--- config.mk ---
export PLATFORM = sky130hd
export DESIGN_NAME = irq_two_tier_ctrl
export DESIGN_NICKNAME = d
export VERILOG_FILES = /design/src/rtl/irq_tt_pkg.sv /design/src/rtl/irq_tt_addr_dec.sv /design/src/rtl/irq_tt_sec_group.sv /design/src/rtl/irq_tt_prim_stage.sv /design/src/rtl/irq_two_tier_ctrl.sv
export SDC_FILE = /design/constraint.sdc
export NUM_CORES = 1
export LEC_CHECK = 0
export BUFFER_PORTS_ARGS = -buffer_cell sky130_fd_sc_hd__buf_2
export CORE_AREA = 8 8 118 98
export CTS_CLUSTER_DIAMETER = 40
export DETAILED_ROUTE_END_ITERATION = 10
export DIE_AREA = 0 0 126 106
export GPL_ROUTABILITY_DRIVEN = 0
export PLACE_DENSITY_LB_ADDON = 0.08
export SLEW_MARGIN = 0
export SYNTH_ARGS = -nofsm -noshare
export SYNTH_HDL_FRONTEND = slang
export SYNTH_SLANG_ARGS = --single-unit
--- constraint.sdc ---
create_clock -name clk -period 1.85 [get_ports clk]
set_input_delay 0.0925 -clock clk [delete_from_list [all_inputs] [get_ports clk]]
set_output_delay 0.0925 -clock clk [all_outputs]
set_load 0.01 [all_outputs]
--- src/rtl/irq_tt_pkg.sv ---
package irq_tt_pkg;

   typedef enum logic [2:0] {
      RK_NONE  = 3'd0,
      RK_SEC   = 3'd1,
      RK_SMASK = 3'd2,
      RK_PRIM  = 3'd3,
      RK_PMASK = 3'd4
   } reg_kind_e;

   function automatic int unsigned idx_width(input int unsigned n);
      return (n > 1) ? $clog2(n) : 1;
   endfunction

endpackage

--- src/rtl/irq_tt_addr_dec.sv ---
module irq_tt_addr_dec
   import irq_tt_pkg::*;
#(
   parameter int NUM_GRP = 4,
   parameter int ADDR_W  = 4,
   parameter int GIDX_W  = 2
) (
   input  logic [ADDR_W-1:0] addr_i,
   output reg_kind_e         kind_o,
   output logic [GIDX_W-1:0] grp_o
);

   localparam int MASK_BASE = NUM_GRP;
   localparam int PRIM_ADDR = 2 * NUM_GRP;
   localparam int PMSK_ADDR = 2 * NUM_GRP + 1;

   logic [ADDR_W-1:0] off;

   always_comb begin
      kind_o = RK_NONE;
      off    = addr_i;
      if (int'(addr_i) < MASK_BASE) begin
         kind_o = RK_SEC;
      end else if (int'(addr_i) < PRIM_ADDR) begin
         kind_o = RK_SMASK;
         off    = addr_i - ADDR_W'(MASK_BASE);
      end else if (int'(addr_i) == PRIM_ADDR) begin
         kind_o = RK_PRIM;
      end else if (int'(addr_i) == PMSK_ADDR) begin
         kind_o = RK_PMASK;
      end
      grp_o = off[GIDX_W-1:0];
   end

endmodule

--- src/rtl/irq_tt_sec_group.sv ---
module irq_tt_sec_group #(
   parameter int GRP_W = 8
) (
   input  logic             clk,
   input  logic             rst_n,
   input  logic [GRP_W-1:0] evt_i,
   input  logic             clr_wr_i,
   input  logic             msk_wr_i,
   input  logic [GRP_W-1:0] wdata_i,
   output logic [GRP_W-1:0] stat_q,
   output logic [GRP_W-1:0] mask_q,
   output logic             summary_o
);

   logic [GRP_W-1:0] clr_vec;

   assign clr_vec = clr_wr_i ? wdata_i : '0;

   // Set has priority over clear so a colliding event is kept.
   always_ff @(posedge clk or negedge rst_n) begin
      if (!rst_n) begin
         stat_q <= '0;
      end else begin
         stat_q <= (stat_q & ~clr_vec) | evt_i;
      end
   end

   always_ff @(posedge clk or negedge rst_n) begin
      if (!rst_n) begin
         mask_q <= '1;
      end else if (msk_wr_i) begin
         mask_q <= wdata_i;
      end
   end

   assign summary_o = |(stat_q & ~mask_q);

endmodule

--- src/rtl/irq_tt_prim_stage.sv ---
module irq_tt_prim_stage #(
   parameter int NUM_GRP = 4
) (
   input  logic               clk,
   input  logic               rst_n,
   input  logic [NUM_GRP-1:0] prim_i,
   input  logic               msk_wr_i,
   input  logic [NUM_GRP-1:0] wdata_i,
   output logic [NUM_GRP-1:0] pmask_q,
   output logic               irq_n_q
);

   logic any_pending;

   always_ff @(posedge clk or negedge rst_n) begin
      if (!rst_n) begin
         pmask_q <= '1;
      end else if (msk_wr_i) begin
         pmask_q <= wdata_i;
      end
   end

   assign any_pending = |(prim_i & ~pmask_q);

   always_ff @(posedge clk or negedge rst_n) begin
      if (!rst_n) begin
         irq_n_q <= 1'b1;
      end else begin
         irq_n_q <= ~any_pending;
      end
   end

endmodule

--- src/rtl/irq_two_tier_ctrl.sv ---
module irq_two_tier_ctrl
   import irq_tt_pkg::*;
#(
   parameter  int NUM_GRP = 4,
   parameter  int GRP_W   = 8,
   localparam int ADDR_W  = idx_width(2 * NUM_GRP + 2),
   localparam int EVT_W   = NUM_GRP * GRP_W
) (
   input  logic              clk,
   input  logic              rst_n,
   input  logic [EVT_W-1:0]  evt_i,
   input  logic              wr_en_i,
   input  logic [ADDR_W-1:0] addr_i,
   input  logic [GRP_W-1:0]  wdata_i,
   output logic [GRP_W-1:0]  rdata_o,
   output logic              irq_n_o
);

   localparam int GIDX_W = idx_width(NUM_GRP);

   if (NUM_GRP < 1 || GRP_W < 1) begin : g_bad_size
      $error("irq_two_tier_ctrl: NUM_GRP and GRP_W must be at least 1");
   end
   if (NUM_GRP > GRP_W) begin : g_bad_prim
      $error("irq_two_tier_ctrl: primary word must fit in GRP_W bits");
   end

   reg_kind_e         kind;
   logic [GIDX_W-1:0] grp_sel;
   logic [EVT_W-1:0]  sec_flat;
   logic [EVT_W-1:0]  smask_flat;
   logic [NUM_GRP-1:0] prim_sum;
   logic [NUM_GRP-1:0] pmask_q;

   irq_tt_addr_dec #(
      .NUM_GRP (NUM_GRP),
      .ADDR_W  (ADDR_W),
      .GIDX_W  (GIDX_W)
   ) dec_i (
      .addr_i (addr_i),
      .kind_o (kind),
      .grp_o  (grp_sel)
   );

   for (genvar g = 0; g < NUM_GRP; g++) begin : g_grp
      logic sel;
      assign sel = (grp_sel == GIDX_W'(g));

      irq_tt_sec_group #(
         .GRP_W (GRP_W)
      ) grp_i (
         .clk       (clk),
         .rst_n     (rst_n),
         .evt_i     (evt_i[g*GRP_W +: GRP_W]),
         .clr_wr_i  (wr_en_i && kind == RK_SEC && sel),
         .msk_wr_i  (wr_en_i && kind == RK_SMASK && sel),
         .wdata_i   (wdata_i),
         .stat_q    (sec_flat[g*GRP_W +: GRP_W]),
         .mask_q    (smask_flat[g*GRP_W +: GRP_W]),
         .summary_o (prim_sum[g])
      );
   end

   irq_tt_prim_stage #(
      .NUM_GRP (NUM_GRP)
   ) prim_i (
      .clk      (clk),
      .rst_n    (rst_n),
      .prim_i   (prim_sum),
      .msk_wr_i (wr_en_i && kind == RK_PMASK),
      .wdata_i  (wdata_i[NUM_GRP-1:0]),
      .pmask_q  (pmask_q),
      .irq_n_q  (irq_n_o)
   );

   always_comb begin
      rdata_o = '0;
      for (int g = 0; g < NUM_GRP; g++) begin
         if (grp_sel == GIDX_W'(g)) begin
            if (kind == RK_SEC)   rdata_o = sec_flat[g*GRP_W +: GRP_W];
            if (kind == RK_SMASK) rdata_o = smask_flat[g*GRP_W +: GRP_W];
         end
      end
      if (kind == RK_PRIM)  rdata_o = GRP_W'(prim_sum);
      if (kind == RK_PMASK) rdata_o = GRP_W'(pmask_q);
   end

endmodule

Word-level counts from Yosys, hierarchy flattened
Index checks and enable logic that the tools add are counted.
{"block": "word_totals", "wordCells": 86, "n_memories": 0, "reg_bits": 69, "output_inout_bits": 9, "inputBits": 47, "latchBits": 0, "rom_bits": 0, "mem_bits_rw": 0}
{"block": "op_classes", "eq_ne": 9, "n_mul": 0, "muxes": 24, "shift": 0, "bitwise": 23, "reduce_logical": 17, "order_cmp": 2, "n_div": 0, "add_sub_neg": 1}
{"cell": "two-way mux 8 bit", "n": 18}
{"cell": "AND 8 bit", "n": 8}
{"cell": "NOT 8 bit", "n": 8}
{"cell": "OR 8 bit", "n": 4}
{"cell": "OR reduction 8 bit", "n": 4}
{"cell": "two-way mux 3 bit", "n": 4}
{"cell": "logical AND 1 bit", "n": 11}
{"cell": "== test 4 bit, second input constant", "n": 2}
{"cell": "== test 3 x 2 -> 1 bit, second input constant", "n": 2}
{"cell": "AND 4 bit", "n": 1}
{"cell": "== test 2 bit, second input constant", "n": 2}
{"cell": "less-than comparator 4 x 3 -> 1 bit, second input constant", "n": 1}
{"cell": "less-than comparator 4 bit, second input constant", "n": 1}
{"cell": "two-way mux 2 bit", "n": 2}
{"cell": "NOT 4 bit", "n": 1}
{"cell": "OR reduction 4 bit", "n": 1}
{"cell": "== test 3 x 1 -> 1 bit, second input constant", "n": 1}
{"cell": "== test 3 bit, second input constant", "n": 1}
{"cell": "== test 2 x 1 -> 1 bit, second input constant", "n": 1}
{"cell": "zero test 2 bit", "n": 1}
{"cell": "subtractor 2 x 1 -> 2 bit, second input constant", "n": 1}
{"cell": "NOT 1 bit", "n": 1}

Depth between registers and ports, before layout
{"block": "depth", "ltp_word": 20, "depth_mapped": 7}

Hierarchy
Synthesis repeated with hierarchy kept, for this count alone.
{"block": "unflattened", "cells_unflattened": 368, "hier_area_um2": 3826.2}
{"module": "irq_tt_sec_group", "seq_area_each_um2": 410.4, "cells_per_inst": 55, "area_per_inst_um2": 663.1, "instances": 4}
{"module": "irq_two_tier_ctrl", "seq_area_each_um2": 0.0, "cells_per_inst": 125, "area_per_inst_um2": 898.4, "instances": 1}
{"module": "irq_tt_prim_stage", "seq_area_each_um2": 131.4, "cells_per_inst": 15, "area_per_inst_um2": 224.0, "instances": 1}
{"module": "irq_tt_addr_dec", "seq_area_each_um2": 0.0, "cells_per_inst": 8, "area_per_inst_um2": 51.3, "instances": 1}

Least setup slack after synthesis
Ideal clock, no wire load.
{"block": "synth_timing", "path_kind": "reg-to-reg", "from": "register g_grp[2].grp_i.mask_q[6]", "to": "register prim_i.irq_n_q", "path_stages_with_launch": 5, "setup_ns": 0.101, "arrival_ns": 1.293, "path_slack_ns": 0.456, "path_cell_list": "dfstp_2 -> nand2b_1 -> o2111ai_1 -> o31a_1 -> nor4b_1"}
{"block": "synth_via", "elab_chain_len": 6}
{"item": "start, declared", "line": "irq_tt_sec_group.sv:11", "rtl": "output logic [GRP_W-1:0] mask_q,"}
{"item": "start signal, assigned", "line": "irq_tt_sec_group.sv:32", "rtl": "mask_q <= wdata_i;"}
{"item": "NOT 8 bit", "line": "irq_tt_sec_group.sv:36", "rtl": "assign summary_o = |(stat_q & ~mask_q);"}
{"item": "AND 8 bit", "line": "irq_tt_sec_group.sv:36"}
{"item": "OR reduction 8 bit", "line": "irq_tt_sec_group.sv:36"}
{"item": "AND 4 bit", "line": "irq_tt_prim_stage.sv:23", "rtl": "assign any_pending = |(prim_i & ~pmask_q);"}
{"item": "OR reduction 4 bit", "line": "irq_tt_prim_stage.sv:23"}
{"item": "NOT 1 bit", "line": "irq_tt_prim_stage.sv:29", "rtl": "irq_n_q <= ~any_pending;"}
{"item": "end signal, assigned", "line": "irq_tt_prim_stage.sv:29"}
{"item": "end, declared", "line": "irq_tt_prim_stage.sv:10", "rtl": "output logic irq_n_q"}
No other way between the ends.
A chain may end at the register's enable or synchronous reset.

Worst setup path in the final report
{"block": "layout_timing", "from": "register g_grp[0].grp_i.mask_q[1]", "to": "output rdata_o[1]"}
{"block": "layout_via", "elab_chain_len": 13}
{"item": "start, declared", "line": "irq_tt_sec_group.sv:11"}
{"item": "start signal, assigned", "line": "irq_tt_sec_group.sv:32"}
{"item": "two-way mux 8 bit *", "line": "irq_two_tier_ctrl.sv:81", "rtl": "if (kind == RK_SMASK) rdata_o = smask_flat[g*GRP_W +: GRP_W];"}
{"item": "two-way mux 8 bit *", "line": "irq_two_tier_ctrl.sv:79", "rtl": "if (grp_sel == GIDX_W'(g)) begin"}
{"item": "two-way mux 8 bit", "line": "irq_two_tier_ctrl.sv:80", "rtl": "if (kind == RK_SEC) rdata_o = sec_flat[g*GRP_W +: GRP_W];"}
{"item": "two-way mux 8 bit", "line": "irq_two_tier_ctrl.sv:81"}
{"item": "two-way mux 8 bit *", "line": "irq_two_tier_ctrl.sv:79"}
{"item": "two-way mux 8 bit", "line": "irq_two_tier_ctrl.sv:80"}
{"item": "two-way mux 8 bit", "line": "irq_two_tier_ctrl.sv:81"}
{"item": "two-way mux 8 bit *", "line": "irq_two_tier_ctrl.sv:79"}
{"item": "two-way mux 8 bit", "line": "irq_two_tier_ctrl.sv:80"}
{"item": "two-way mux 8 bit", "line": "irq_two_tier_ctrl.sv:81"}
{"item": "two-way mux 8 bit *", "line": "irq_two_tier_ctrl.sv:79"}
{"item": "two-way mux 8 bit *", "line": "irq_two_tier_ctrl.sv:84", "rtl": "if (kind == RK_PRIM) rdata_o = GRP_W'(prim_sum);"}
{"item": "two-way mux 8 bit *", "line": "irq_two_tier_ctrl.sv:85", "rtl": "if (kind == RK_PMASK) rdata_o = GRP_W'(pmask_q);"}
{"item": "end, declared", "line": "irq_two_tier_ctrl.sv:15", "rtl": "output logic [GRP_W-1:0] rdata_o,"}
Every way passes the cells marked *; elsewhere a longest branch is shown, timed or not.

==> results.md <==
* Primary FF master, synth: dfstp_2
* Power Total at 4.40 mW
* Area post-placement at 4140 µm²
* Num rows at 33
* Mux contribution to synthesized area at 21.3%
* Largest stage delay, worst path at 0.54 ns
* Largest net degree at the start of global routing at 70
* Max Fanout on Critical Path at 3
* Final Cycle Share at 95.5%
* Setup-failing EPs final at 0
* Antenna viol nets, final at 0
* Crit path kind: flop to output port
* Max-Cap Viols at 0
* Number of global-route vias before repair at 2,932
* Setup crit end kind: output port
* Fraction of layout cells with a size suffix above 1 at 44.6%
* Slew Viols, Final at 0
* Final Hold Fails at 0
* Crit path from: g_grp[0].grp_i.mask_q[1]
* Clock Pin Slew Worst Setup and Hold Paths at 0.06 ns
* Via count at 2,736
* HPWL Detailed at 7460 µm
* Synth Area in Adders at 0%
* Area contributors post-synth: dfstp_2 27%, dfrtp_1 22%, mux2_2 11%
* RR Startpoint: g_grp[2].grp_i.mask_q[6]
* Die Y-Extent at 106 µm
* Cell area after layout at 4780 µm²
* Clk pwr share at 36.8%
* Fillers at 931
* Crit path launch type: flop
* Avg Inst Size Synth at 11.7 µm²
* Internal power at 3.29 mW
* Register area at 1770 µm²
* Post-Synth XOR/XNOR Area at 0%
* Max-slew headroom at 58.5%
* CP Buf/Inv Count at 1
* WL final at 10,300 µm
* Max VDD drop at 0.519 mV
* Final #Nets at 460
* Die Area at 13,400 µm²
* Post-synthesis sequential area ratio at 48.4%
* Crit-path cells: mux2_2 -> o221ai_1 -> o21a_1 -> o221ai_2 -> buf_2
* Setup_tns at 0 ns
* Asr flop ratio synth at 100%
* Crit path DAT at 1.67 ns
* Core area at 9830 µm²
* Post-synth top cells: 38 x nand2_1, 37 x dfstp_2, 37 x mux2_2
* Port bufs at 55
* First DRT Iteration DRCs at 101
* Peak Freq at 566 MHz
* Clock Sinks at 69
* Clk Latency, worst-skew pair at 0.33 ns
* Cts bufs inserted at 9
* Syn Std Cell Area at 3670 µm²
* Minimum clock period at 1.77 ns
* Mapped Nets at 360
* Multi-input logic area at 1730 µm²
* #FFs+latches synth at 69
* Post-Layout Cell Count at 539
* GR Util All Layers at 16.4%
* P_sw at 1.11 mW
* Area growth syn-to-layout at 30.3%
* Post-synth EDFFs at 0
* Slowest-stage cell, CP: dfstp_2
* WL/cell at 19.2 µm
* Synth Area in Compound Gates at 14.4%
* Clock Path Buffers at 2
* Pwr/cell area at 921 nW/µm²
* Top-count cell post-synth: nand2_1
* GRT Residual Overflow at 0
* Final core utilization at 48.6%
* Status: finished clean
* Die Wd at 126 µm
* Share of the synthesized area in the top cell type at 26.5%
* Static Leak at 2.03 nW
* Pre-antenna DRT Iters at 4
* Largest family of logic cells by synthesized area: multiplexers
* Dpl cells at 491
* Seq pwr share at 45.4%
* Setup ws final at 0.0830 ns
* Gate Count Post-Synth at 313
* DR DRC count at 0
* Comb pwr share at 17.8%
* DR vias/cell at 5.08
* Clock Skew at 0.00293 ns
* Beginning of the worst hold path: wdata_i[7]
* CTS tree: done
* Post-synth top area cell: dfstp_2
* Req. time, crit path at 1.76 ns
* Pre-CTS setup slack at 0.159 ns
* Ports at 56
* Synth warn at 0
* Net Sw Frac at 25.2%
* ANT cells at 0
* Initial core utilization at 37.3%
* Synth Area in Simple Gates at 10.8%
* Synth cell types at 36
* Root Buffer: clkbuf_16
* Top delay family on crit path: flip-flops
* Worst Hold Class: primary input to flop
* Final hold slack at 0.122 ns
* Antenna violations before repair at 0
* Worst-Margin Slew at 0.622 ns
* H-tree levels at 3
* First-pass GRT wire length at 16,800 µm
-- cell families (layout without fill, tap and decap cells) --
family          count (synthesis)  in the layout
compound gates                 72             72
mux                            59             59
flops                          69             69
buf+inv                        41            145
simple gates                   72             72
-- power groups by stage --
stage / clock network, mW / registers (mW) / logic (mW)
2_1_floorplan: 0 / 1.96 / 0.495
3_3_place_gp: 0 / 2.01 / 0.722
3_5_place_dp: 0 / 2.02 / 0.734
4_1_cts: 1.68 / 2.00 / 0.791
5_1_grt: 1.72 / 2.03 / 0.858
6_report: 1.62 / 2.00 / 0.783
-- tightest hold or removal path, stage by stage --
cell,delay (ns)
buf_2,0.16
nand2_1,0.07
a21o_1,0.10
-- metal layers --
metal,vias to the layer above,GRT usage [%],part of all wire (%)
li1,1320,-,-
met1,1341,22.5,48
met2,63,24.9,45
met3,12,4.35,5.1
met4,0,5.06,1.3
met5,-,0,0
-- sequential cells by signal, indices dropped and copies added (netlist names) --
register / count
g_grp.grp_i.mask_q: 32
g_grp.grp_i.stat_q: 32
prim_i.irq_n_q: 1
prim_i.pmask_q: 4
-- cell type report --
type,count,area share [%]
flip-flops and latches,69,37.1
multi-input cells,203,36.2
repair buffers,103,15.6
clock buffers,14,5.74
well taps,122,3.20
inverters,27,2.12
clock inverters,1,0.105
-- worst paths after layout --
check	endpoint	slack, ns	depth (start not counted)
worst max-delay path	rdata_o[1]	0.08	5
worst min-delay path	g_grp[2].grp_i.stat_q[7]	0.12	3
worst max register to register	prim_i.irq_n_q	0.18	5
worst min register to register	g_grp[3].grp_i.stat_q[2]	0.48	1
max in group asynchronous	g_grp[0].grp_i.mask_q[6]	1.19	3
min in group asynchronous	g_grp[3].grp_i.stat_q[0]	0.33	3
-- layout by cell type, fill, tap and decap left out, types with 3 or more instances in the layout --
master and n:
a21o_1 32, buf_2 55, buf_4 13, clkbuf_16 9, clkbuf_8 3, dfrtp_1 32, dfstp_2 37, dlygate4sd3_1 33
inv_1 27, mux2_2 37, mux2_4 8, mux2i_1 6, mux4_2 7, nand2_1 38, nand2b_1 12, nor2_1 6
nor2_4 5, o2111ai_1 3, o21ai_0 5, o221ai_1 4, o22ai_1 14, o31a_1 3
-- what timing repair did --
action                                  CTS  global route
endpoints found under the setup margin    1             2
gates resized for setup                   1             3
setup buffers                             0             0
endpoints found under the hold margin    64             0
hold buffers                             33             0
pin swaps                                 1             1
No activity file was read; power rests on OpenSTA's default activity.
